[src/rtl/overlay_loader.sv]
module overlay_loader #(
  parameter int PADDR_W = 10,
  parameter int IW      = 18,
  parameter int NUM_W   = 16,
  parameter int SAW     = 20,
  parameter int SEQ_W   = 4,
  parameter bit SEQ_EN  = 1'b1
) (
  input  logic               clk,
  input  logic               rst,
  input  logic               svc_req,
  input  logic [NUM_W-1:0]   sub_num,
  input  logic [PADDR_W-2:0] early_cnt,
  output logic               svc_ready,
  output logic               load_err,
  output logic               cur_slot,
  output logic [NUM_W-1:0]   next_sub,
  output logic               bs_req,
  output logic [SAW-1:0]     bs_addr,
  input  logic               bs_rvalid,
  input  logic [IW-1:0]      bs_rdata,
  output logic               pm_we,
  output logic [PADDR_W-1:0] pm_addr,
  output logic [IW-1:0]      pm_wdata
);
  localparam int SLOT_AW    = PADDR_W - 2;
  localparam int SLOT_WORDS = 1 << SLOT_AW;
  localparam int LEN_W      = SLOT_AW + 1;
  localparam int DPAD       = SAW - NUM_W - 3;
  localparam int SPAD       = SAW - 2 - SEQ_W;

  typedef enum logic [2:0] {ST_SEQ, ST_IDLE, ST_DSTART, ST_DLEN, ST_COPY} st_t;

  st_t              state;
  logic             pend, req_q, armed, acked, slot_q, tgt, ready_q, err_q;
  logic [NUM_W-1:0] num_q, next_q;
  logic [LEN_W-1:0] early_q, len_q, wcnt;
  logic [SAW-1:0]   start_q;
  logic [SEQ_W-1:0] seq_pos;

  logic             rise, start, got, len_bad, len_zero, dlen_got;
  logic             err_hit, last, early_hit, done, ready_trig;
  logic [LEN_W-1:0] wnext;

  assign rise     = svc_req & ~req_q;
  assign start    = (state == ST_IDLE) & (armed | rise);
  assign got      = bs_rvalid & pend;
  assign wnext    = wcnt + LEN_W'(1);
  assign len_bad  = bs_rdata > IW'(SLOT_WORDS);
  assign len_zero = bs_rdata == '0;
  assign dlen_got = (state == ST_DLEN) & got;
  assign err_hit  = dlen_got & len_bad;
  assign last     = (state == ST_COPY) & got & (wnext == len_q);
  assign early_hit = (state == ST_COPY) & got & (early_q != '0) & (wnext == early_q);
  assign done     = last | (dlen_got & ~len_bad & len_zero);
  assign ready_trig = done | err_hit | early_hit;

  assign bs_req   = (state != ST_IDLE) & ~pend;
  always_comb begin
    unique case (state)
      ST_SEQ:    bs_addr = {2'b10, {SPAD{1'b0}}, seq_pos};
      ST_DSTART: bs_addr = {2'b01, {DPAD{1'b0}}, num_q, 1'b0};
      ST_DLEN:   bs_addr = {2'b01, {DPAD{1'b0}}, num_q, 1'b1};
      default:   bs_addr = start_q + SAW'(wcnt);
    endcase
  end

  assign pm_we     = (state == ST_COPY) & got;
  assign pm_addr   = {1'b1, tgt, wcnt[SLOT_AW-1:0]};
  assign pm_wdata  = bs_rdata;
  assign svc_ready = ready_q;
  assign load_err  = err_q;
  assign cur_slot  = tgt;
  assign next_sub  = SEQ_EN ? next_q : '0;

  always_ff @(posedge clk) begin
    if (rst) begin
      state   <= SEQ_EN ? ST_SEQ : ST_IDLE;
      pend    <= 1'b0;
      req_q   <= 1'b0;
      armed   <= 1'b0;
      acked   <= 1'b0;
      ready_q <= 1'b0;
      err_q   <= 1'b0;
      slot_q  <= 1'b0;
      tgt     <= 1'b0;
      seq_pos <= '0;
      next_q  <= '0;
      num_q   <= '0;
      early_q <= '0;
      len_q   <= '0;
      wcnt    <= '0;
      start_q <= '0;
    end else begin
      req_q <= svc_req;
      armed <= (armed | rise) & ~start;
      if (bs_req) pend <= 1'b1;
      else if (got) pend <= 1'b0;

      if (!svc_req) ready_q <= 1'b0;
      else if (ready_trig && !acked) ready_q <= 1'b1;

      if (start) acked <= 1'b0;
      else if (ready_trig) acked <= 1'b1;

      if (done) begin
        slot_q  <= ~slot_q;
        seq_pos <= seq_pos + SEQ_W'(1);
      end

      unique case (state)
        ST_SEQ: if (got) begin
          next_q <= bs_rdata[NUM_W-1:0];
          state  <= ST_IDLE;
        end
        ST_IDLE: if (start) begin
          num_q   <= sub_num;
          early_q <= early_cnt;
          tgt     <= slot_q;
          err_q   <= 1'b0;
          state   <= ST_DSTART;
        end
        ST_DSTART: if (got) begin
          start_q <= SAW'(bs_rdata);
          state   <= ST_DLEN;
        end
        ST_DLEN: if (got) begin
          if (len_bad) begin
            err_q <= 1'b1;
            state <= ST_IDLE;
          end else if (len_zero) begin
            state <= SEQ_EN ? ST_SEQ : ST_IDLE;
          end else begin
            len_q <= bs_rdata[LEN_W-1:0];
            wcnt  <= '0;
            state <= ST_COPY;
          end
        end
        default: if (got) begin
          wcnt <= wnext;
          if (wnext == len_q) state <= SEQ_EN ? ST_SEQ : ST_IDLE;
        end
      endcase
    end
  end
endmodule

[config.mk]
export PLATFORM = sky130hd
export DESIGN_NAME = overlay_loader
export DESIGN_NICKNAME = d
export VERILOG_FILES = /design/src/rtl/overlay_loader.sv
export SDC_FILE = /design/constraint.sdc
export NUM_CORES = 1
export LEC_CHECK = 0
export CAP_MARGIN = 40
export CORE_MARGIN = 2
export CORE_UTILIZATION = 50
export DETAILED_ROUTE_END_ITERATION = 12
export PLACE_DENSITY_LB_ADDON = 0.2
export SYNTH_ARGS = -nofsm -noshare
export SYNTH_HDL_FRONTEND = slang
export SYNTH_SLANG_ARGS = --single-unit
[constraint.sdc]
create_clock -name clk -period 8.5 [get_ports clk]
set_clock_uncertainty 0.2 [all_clocks]
set_input_delay 1.275 -clock clk [delete_from_list [all_inputs] [get_ports clk]]
set_output_delay 1.275 -clock clk [all_outputs]
set_load 0.05 [all_outputs]
# Word-level counts from Yosys, hierarchy flattened
# Cells that the tools add are included.
[word_totals]
regBits = 92
out_inout_bits = 69
wordCells = 99
[op_classes]
add_sub_neg = 3
n_lt_le_gt_ge = 1
n_eq_ne = 14
mux = 21
n_bitwise = 25
n_reduce_logical = 19
[op_table]
columns = ["cell", "count"]
rows = [
  ["case mux 20 bit (3 select lines)", 1],
  ["2-to-1 mux 9 bit", 4],
  ["2-to-1 mux 3 bit", 8],
  ["adder 18 x 9 -> 19 bit", 1],
  ["== test 9 bit", 2],
  ["greater-than comparator 18 x 9 -> 1 bit (second input constant)", 1],
  ["logical NOT 18 bit", 1],
  ["case mux 9 bit (2 select lines)", 1],
  ["!= test 2 bit (second input constant)", 7],
  ["AND 1 bit", 13],
  ["case mux 3 bit (4 select lines)", 1],
  ["AND reduction 4 bit", 3],
  ["adder 9 x 1 -> 9 bit (second input constant)", 1],
  ["nonzero test 9 bit", 1],
  ["inverter 1 bit", 8],
  ["== test 3 x 2 -> 1 bit (second input constant)", 2],
  ["AND reduction 2 bit", 3],
  ["AND reduction 6 bit", 1],
  ["nonzero test 2 bit", 3],
  ["2-to-1 mux 1 bit", 5],
  ["nonzero test 5 bit", 1],
  ["adder 4 x 1 -> 4 bit (second input constant)", 1],
  ["OR 1 bit", 4],
  ["OR reduction 2 bit", 2],
  ["8 further kinds", 8],
]

# Longest topological paths before layout
# Gate-level depths: netlist of the first run.
[logic_depth]
ltp_word = 8
ltp_mapped = 9
ltp_nobuf = 8

# Least setup slack after synthesis of the first run
# Ideal clock, no wire load.
[synth_timing]
kind = "flip-flop to output port"
from = "reg wcnt[0]"
to = "out bs_addr[8]"
arrival_ps = 3219
slack_ps = 3806
path_stages_with_launch = 9
path_buffers = 0
cell_sequence = "dfxtp_1 > ha_1 > fa_1 > a21o_1 > a21o_1 > a211oi_1 > o21ai_0 > and3_1 > o31ai_1"
[synth_via]
elab_chain_cells = 2
[synth_rtl]
columns = ["element", "line", "source"]
rows = [
  ["from (decl)", "37", "logic [LEN_W-1:0] early_q, len_q, wcnt;"],
  ["from (signal assigned)", "140", "wcnt <= wnext;"],
  ["adder 18 x 9 -> 19 bit", "64", "default: bs_addr = start_q + SAW'(wcnt);"],
  ["case mux 20 bit (3 select lines)", "60", "unique case (state)"],
  ["to (decl)", "19", "output logic [SAW-1:0] bs_addr,"],
]
# Every way passes these cells.

# Worst setup path in the final report of the first run
[layout_timing]
from = "reg wcnt[0]"
to = "out bs_addr[14]"
# The elaborated chain is that of the path after synthesis.

==> insert_results.sql, run 1 <==
INSERT INTO impl_metrics (metric_group, metric, value, unit) VALUES
('status', 'outcome', 'finished, final reports clean', ''),
('sta', 'maxClockFrequency', '184.7', 'MHz'),
('die', 'die_area', '10910', 'µm²'),
('die', 'std_cell_rows', '36', ''),
('yosys', 'synth_async_sr_flop_share', '0', ''),
('clock_tree', 'clk_buf_depth', '2', ''),
('sta', 'final.setup.tns', '0', 'ns'),
('yosys', 'syn_area_per_cell', '7.714', 'µm²'),
('clock_tree', 'clk-insertion-delay-late', '0.36', 'ns'),
('finish', 'antennaDiodeCount', '0', ''),
('clock_tree', 'post_cts_buffers', '0', ''),
('yosys', 'synth-edff-count', '0', ''),
('sta', 'final_max_slew_viol_count', '0', ''),
('clock_tree', 'ctsHtreeMaxLevel', '3', ''),
('critical_path', 'critPathLaunchType', 'flop', ''),
('power', 'irDropWorstVdd', '0.1067', 'mV'),
('clock_tree', 'cts-root-buf', 'clkbuf_8', ''),
('die', 'die_w', '104.4', 'µm'),
('placement', 'count_of_port_buffers_added_during_placement', '114', ''),
('hold_path', 'worstHoldPathType', 'reg -> reg', ''),
('finish', 'flow.area_growth_from_synthesis', '23.46', '%'),
('power', 'power_switching_share', '0.3366', ''),
('sta', 'period_needed', '5.415', 'ns'),
('routing', 'routed_wl', '14290', 'µm'),
('clock_tree', 'cts_hold_buf', '0', ''),
('die', 'io-pin-count', '116', ''),
('critical_path', 'max_fo_critical_path', '9', ''),
('clock_tree', 'cts_num_sinks', '92', ''),
('critical_path', 'worstSetupEndpointType', 'primary output', ''),
('grt', 'pin_count_of_the_biggest_net_entering_global_routing', '88', ''),
('routing', 'drt.antenna.violating_nets', '0', ''),
('sta', 'slew-limit-headroom', '0.3998', ''),
('placement', 'pre_cts_slack', '3.554', 'ns'),
('clock_tree', 'clk_pin_slew_worst_paths', '0.10', 'ns'),
('clock_tree', 'tritoncts.num_buffers', '9', ''),
('yosys', 'synthesis.nets', '713', ''),
('sta', 'rsz_0062_raised_after_global_routing', 'false', ''),
('routing', 'detailedRoute.firstIterationViolations', '354', ''),
('clock_tree', 'ctsResizeCount', '0', ''),
('power', 'p_int', '629.4', 'µW'),
('power', 'p_leak', '0.002277', 'µW'),
('placement', 'weighted_congestion_at_the_end_of_routability_driven_global_placement', '0.8657', ''),
('sta', 'worstMarginPinSlew', '0.9003', 'ns'),
('yosys', 'ys_seq_area_frac', '0.3651', ''),
('sta', 'whs', '0.2587', 'ns'),
('finish', 'final_layout_size_suffix_gt1_frac', '0.05234', ''),
('grt', 'globalRoute.totalOverflow', '0', ''),
('placement', 'dp_hpwl', '10340', 'µm'),
('yosys', 'synth_flop_cell', 'dfxtp_1', ''),
('finish', 'most-common-layout-cells', '155 x nand2_1, 113 x clkdlybuf4s50_1, 92 x dfxtp_1', ''),
('power', 'power.share.sequential', '0.486', ''),
('finish', 'post-route-util', '0.6372', ''),
('yosys', 'synth_warnings', '0', ''),
('power', 'powerDensity', '152.3', 'nW/µm²'),
('grt', 'total_global_routing_track_utilization', '0.2614', ''),
('grt', 'grt_first_pass_wirelength', '23010', 'µm'),
('die', 'core-area', '9774', 'µm²'),
('routing', 'routed_via_density', '5.692', ''),
('yosys', 'yosysUniqueCellTypes', '62', ''),
('finish', 'finish.net_count', '780', ''),
('grt', 'number_of_antenna_violations_at_the_first_check_in_global_routing', '0', ''),
('yosys', 'syn-instance-count', '654', ''),
('flow_run', 'drv_cap', '0', ''),
('grt', 'number_of_global_route_vias_before_repair', '4581', ''),
('power', 'comb_power_share', '0.217', ''),
('routing', 'detail_route.first_pass.iterations', '5', ''),
('sta', 'total_of_endpoints_with_negative_setup_slack_in_the_final_report', '0', ''),
('power', 'p_switching', '319.4', 'µW'),
('critical_path', 'crit_required', '7.03', 'ns'),
('routing', 'route.vias.total', '4889', ''),
('routing', 'route.detailed.wl_per_inst', '16.64', 'µm'),
('sta', 'finalHoldViolCount', '0', ''),
('sta', 'postLayoutSetupSlackWorst', '3.085', 'ns'),
('critical_path', 'criticalPathCategory', 'reg -> out', ''),
('routing', 'drc', '0', ''),
('finish', 'layout.cells.most_common', 'nand2_1', ''),
('critical_path', 'worst_ep_arrival_time', '3.94', 'ns'),
('die', 'starting_density_of_the_core', '0.5161', ''),
('sta', 'post-route-period-util', '0.6371', ''),
('yosys', 'ys_seq_elements', '92', ''),
('power', 'clkPwrFrac', '0.296', ''),
('die', 'fp.dieH', '104.4', 'µm'),
('yosys', 'synthesis.area', '5045', 'µm²'),
('clock_tree', 'cts_tree', 'yes', '');
[through the flow]
step / instance area (µm²) / std cells / power, µW
floorplan: 5045 / 654 / 597.6
global placement: 6001 / 840 / 668.5
detailed placement: 6047 / 843 / 675.9
CTS: 6228 / 859 / 953.8
global route: 6228 / 859 / 987.8
finish: 6228 / 859 / 948.7
[area by class of cell]
type | instances | area (µm²)
clock inverter | 7 | 57.56
timing repair buffer | 120 | 1205
sequential | 92 | 1842
tap | 133 | 166.4
clock buffer | 9 | 123.9
fill | 898 | 3546
multi-input combinational | 487 | 2793
inverter | 11 | 41.29
[cell families (layout without fill, tap and decap cells)]
group / after synthesis / in the layout / synth area share
adder cells (fa/ha/maj): 12 / 12 / 0.03125
AND/OR/NAND/NOR: 279 / 279 / 0.2458
XOR/XNOR: 31 / 31 / 0.05952
other: 1 / 1 / 0.0007433
multiplexers: 15 / 15 / 0.03175
AO/OA/AOI/OAI: 149 / 149 / 0.1840
flip-flops: 92 / 92 / 0.3651
buffers and inverters: 75 / 147 / 0.08185
[power groups by stage]
stage / registers, µW / logic, µW / clock network, µW
6_report: 461 / 206 / 281
5_1_grt: 464 / 220 / 304
4_1_cts: 461 / 205 / 287
3_5_place_dp: 471 / 205 / 0
3_3_place_gp: 470 / 198 / 0
2_1_floorplan: 483 / 115 / 0
[Yosys cell counts, types with 2 or more instances]
library cell,n,area [µm²]
and4_1,3,26.28
a22oi_1,3,22.52
mux2i_1,10,100.1
o211a_1,3,30.03
and3_1,7,43.79
o21ai_0,16,80.08
buf_2,6,30.03
a311oi_1,5,43.79
xor2_1,7,61.31
a21oi_1,79,395.4
nor3_1,19,95.09
o211ai_1,5,37.54
nand3_1,14,70.07
ha_1,11,137.6
buf_4,29,217.7
or4_1,2,15.01
nand2_1,155,581.8
and2_1,3,18.77
clkbuf_1,24,90.09
dfxtp_1,92,1842
or3_1,5,31.28
nand2b_1,7,43.79
o2111ai_1,2,17.52
mux2_2,4,45.04
buf_6,2,22.52
nor4_1,4,25.02
xnor2_1,21,183.9
nand4_1,5,31.28
a32oi_1,3,26.28
inv_1,11,41.29
a211oi_1,7,52.55
a31oi_1,2,12.51
nor2_1,40,150.1
o41ai_1,3,26.28
nor2b_1,9,56.30
a21o_1,5,37.54
o31ai_1,3,22.52
xnor2_2,2,32.53
buf_1,3,11.26
[flip-flops by register name (all words and copies together) (netlist names), 3 cells and up]
register	count
state	3
start_q	18
seq_pos	4
wcnt	9
next_sub	16
len_q	9
early_q	9
num_q	16
[final timing paths]
| kind | slack, ns | endpoint | from | cells past startpoint |
|---|---|---|---|---|
| worst min register to register | 0.26 | next_sub[13] | next_sub[13] | 2 |
| worst max-delay path | 3.08 | bs_addr[14] | wcnt[0] | 9 |
| worst max register to register | 5.51 | acked | state[2] | 6 |
| worst min-delay path | 0.26 | next_sub[13] | next_sub[13] | 2 |
[critical path, stage by stage (launching register included)]
cell             delay (ns)
dfxtp_1                0.43
ha_1                   0.28
fa_1                   0.41
a21o_1                 0.20
a21o_1                 0.21
a211oi_1               0.37
o21ai_0                0.32
and2_1                 0.29
o211ai_1               0.21
clkdlybuf4s50_1        0.84
[metal layers]
metal / up-vias / global-route usage / routed length, µm
li1: 2371 / - / -
met1: 2294 / 0.3607 / 6348
met2: 202 / 0.4160 / 6626
met3: 22 / 0.04198 / 1057
met4: 0 / 0.08687 / 261
met5: - / 0 / 0
No activity file was read; power rests on OpenSTA's default activity.
==> run 2, diff against run 1 <==
--- a/config.mk
+++ b/config.mk
@@ -7,7 +7,7 @@
 export LEC_CHECK = 0
 export CAP_MARGIN = 40
 export CORE_MARGIN = 2
-export CORE_UTILIZATION = 50
+export CORE_UTILIZATION = 46
 export DETAILED_ROUTE_END_ITERATION = 12
 export PLACE_DENSITY_LB_ADDON = 0.2
 export SYNTH_ARGS = -nofsm -noshare
==> constraint.sdc (replaced) <==
create_clock -name clk -period 4.4 [get_ports clk]
set_clock_uncertainty 0.2 [all_clocks]
set_input_delay 0.66 -clock clk [delete_from_list [all_inputs] [get_ports clk]]
set_output_delay 0.66 -clock clk [all_outputs]
set_load 0.05 [all_outputs]
==> run 2 against run 1 <==
Combinational power is 92% higher. Clock power is 83% higher. Via count is 1.4% lower. Routed wire length is 1.1% higher.
==> insert_results.sql, run 2 (same netlist as run 1, synthesis figures left out) <==
INSERT INTO impl_metrics (metric_group, metric, value, unit) VALUES
('finish', 'registers.top_by_ff_count', 'start_q', ''),
('critical_path', 'r2r_depth', '8', ''),
('die', 'std_cell_rows', '38', ''),
('routing', 'routed_via_density', '5.510', ''),
('routing', 'routed_wl', '14450', 'µm'),
('placement', 'weighted_congestion_at_the_end_of_routability_driven_global_placement', '0.8890', ''),
('critical_path', 'critPathMaxStageDelay', '0.42', 'ns'),
('routing', 'route.detailed.wl_per_inst', '16.51', 'µm'),
('clock_tree', 'cts_hold_buf', '0', ''),
('finish', 'final_layout_size_suffix_gt1_frac', '0.07211', ''),
('flow_run', 'drv_cap', '0', ''),
('routing', 'route.vias.total', '4821', ''),
('finish', 'finish.net_count', '789', ''),
('sta', 'rsz_0062_raised_after_global_routing', 'false', ''),
('routing', 'drt.antenna.violating_nets', '0', ''),
('critical_path', 'worst_ep_arrival_time', '3.33', 'ns'),
('routing', 'drc', '0', ''),
('routing', 'detailedRoute.firstIterationViolations', '257', ''),
('hold_path', 'worstHoldPathType', 'reg -> reg', ''),
('die', 'starting_density_of_the_core', '0.4674', ''),
('sta', 'whs', '0.2589', 'ns'),
('grt', 'total_global_routing_track_utilization', '0.2518', ''),
('clock_tree', 'cts_num_sinks', '92', ''),
('sta', 'final_max_slew_viol_count', '0', ''),
('critical_path', 'critPathSlowestCell', 'dlygate4sd2_1', ''),
('power', 'p_leak', '0.002344', 'µW'),
('placement', 'count_of_port_buffers_added_during_placement', '114', ''),
('clock_tree', 'cts-root-buf', 'clkbuf_8', ''),
('clock_tree', 'tritoncts.num_buffers', '9', ''),
('placement', 'dp_hpwl', '10690', 'µm'),
('critical_path', 'regToRegStartpoint', 'wcnt[0]', ''),
('power', 'powerDensity', '287.5', 'nW/µm²'),
('sta', 'maxClockFrequency', '238.4', 'MHz'),
('critical_path', 'critical_path.reg2reg.endpoint', 'seq_pos[3]', ''),
('sta', 'final.setup.tns', '0', 'ns'),
('finish', 'antennaDiodeCount', '0', ''),
('critical_path', 'crit_end', 'bs_addr[18]', ''),
('critical_path', 'critPathLaunchType', 'flop', ''),
('clock_tree', 'ctsHtreeMaxLevel', '3', ''),
('finish', 'layout.cells.most_common', 'nand2_1', ''),
('critical_path', 'worstSetupEndpointType', 'primary output', ''),
('clock_tree', 'clk-insertion-delay-late', '0.38', 'ns'),
('critical_path', 'critPathBufInv', '1', ''),
('critical_path', 'path_common_cell', 'a21o_1', ''),
('grt', 'pin_count_of_the_biggest_net_entering_global_routing', '51', ''),
('critical_path', 'crit_path_cell_trace', 'ha_1, fa_1, a21o_1, a21o_1, a211oi_1, o21ai_0, and2_1, a41o_1, dlygate4sd2_1', ''),
('die', 'core-area', '10790', 'µm²'),
('clock_tree', 'clk_buf_depth', '2', ''),
('sta', 'period_needed', '4.195', 'ns'),
('critical_path', 'critical-path-top-delay-family', 'compound AO/OA/AOI/OAI gates', ''),
('die', 'fp.dieH', '108.7', 'µm'),
('die', 'die_w', '108.7', 'µm'),
('finish', 'largest_register_ff_count', '18', ''),
('critical_path', 'setup_slack_of_the_most_critical_reg_to_reg_path', '1.38', 'ns'),
('grt', 'globalRoute.totalOverflow', '0', ''),
('critical_path', 'criticalPathCategory', 'reg -> out', ''),
('critical_path', 'max_fo_critical_path', '5', ''),
('power', 'irDropWorstVdd', '0.1878', 'mV'),
('finish', 'most-common-layout-cells', '155 x nand2_1, 106 x clkdlybuf4s50_1, 92 x dfxtp_1', ''),
('finish', 'flow.area_growth_from_synthesis', '24.23', '%'),
('grt', 'number_of_global_route_vias_before_repair', '4680', ''),
('die', 'io-pin-count', '116', ''),
('sta', 'worstMarginPinSlew', '0.7189', 'ns'),
('sta', 'post-route-period-util', '0.9533', ''),
('critical_path', 'worst_setup_path_startpoint', 'wcnt[0]', ''),
('status', 'outcome', 'finished, final reports clean', ''),
('sta', 'slew-limit-headroom', '0.5208', ''),
('clock_tree', 'clk_pin_slew_worst_paths', '0.10', 'ns'),
('routing', 'detail_route.first_pass.iterations', '5', ''),
('die', 'die_area', '11820', 'µm²'),
('sta', 'total_of_endpoints_with_negative_setup_slack_in_the_final_report', '0', ''),
('clock_tree', 'cts_tree', 'yes', ''),
('grt', 'grt_first_pass_wirelength', '23050', 'µm'),
('sta', 'finalHoldViolCount', '0', ''),
('critical_path', 'crit_required', '3.54', 'ns'),
('grt', 'number_of_antenna_violations_at_the_first_check_in_global_routing', '0', ''),
('critical_path', 'critical_path_cell_count', '9', ''),
('placement', 'placed_cell_area', '6091', 'µm²'),
('finish', 'final_cell_area', '6267', 'µm²');
run 2: changes by cell type in the layout (fill, tap and decap cells not counted):
cell and delta:
buf_4 +15, clkdlybuf4s50_1 -7, clkinv_2 +3, inv_6 -3, a41oi_1 -1, a41oi_2 +1, buf_16 -1, clkinv_4 +1
dlygate4sd2_1 +1, dlymetal6s2s_1 +1, inv_8 -1
run 2: worst min-delay path: stages, from the launching register on:
cell	delay, ns
dfxtp_1	0.32
nand2_1	0.05
a21oi_1	0.05
run 2: repair_timing:
item	in CTS	in global routing
buffers inserted	0	0
gates resized for setup	1	2
setup endpoints to repair	1	5
run 2: worst min-delay path by stage:
stage	start	depth (start not counted)	slack, ns	endpoint
floorplan	num_q[4]	2	0.24	num_q[4]
global placement	next_sub[6]	2	0.24	next_sub[6]
detailed placement	next_sub[3]	2	0.25	next_sub[3]
CTS	next_sub[3]	2	0.26	next_sub[3]
global route	num_q[9]	2	0.28	num_q[9]
finish	num_q[11]	2	0.26	num_q[11]
run 2: final cells by class:
class,count,area (µm²)
clock buffer,9,123.9
clock inverter,7,43.79
fill,1044,4526
inverter,11,41.29
multi-input combinational,487,2800
sequential,92,1842
tap,140,175.2
timing repair buffer,129,1241
run 2: through the flow:
step | setup WS [ns] | cells | total power, µW | utilization
after global placement | 0.4586 | 857 | 1297 | 0.5626
after global routing | 0.0007532 | 875 | 1876 | 0.5807
after CTS | 0.1111 | 875 | 1811 | 0.5798
after detailed placement | 0.3787 | 859 | 1305 | 0.5643
after floorplan | 0.3213 | 654 | 1154 | -
final | 0.2054 | 875 | 1802 | 0.5807
run 2: per-layer routing:
layer | vias up | GRT usage | part of all wire
met1 | 2261 | 0.3411 | 0.46
met2 | 149 | 0.4022 | 0.46
li1 | 2388 | - | -
met4 | 0 | 0.1035 | 0.026
met5 | - | 0 | 0
met3 | 23 | 0.03706 | 0.057
run 2: where the power goes:
part	internal, µW	total [µW]	switching [µW]
Clock	202	515	313
Combinational	134	396	262
Sequential	865	890	25.5
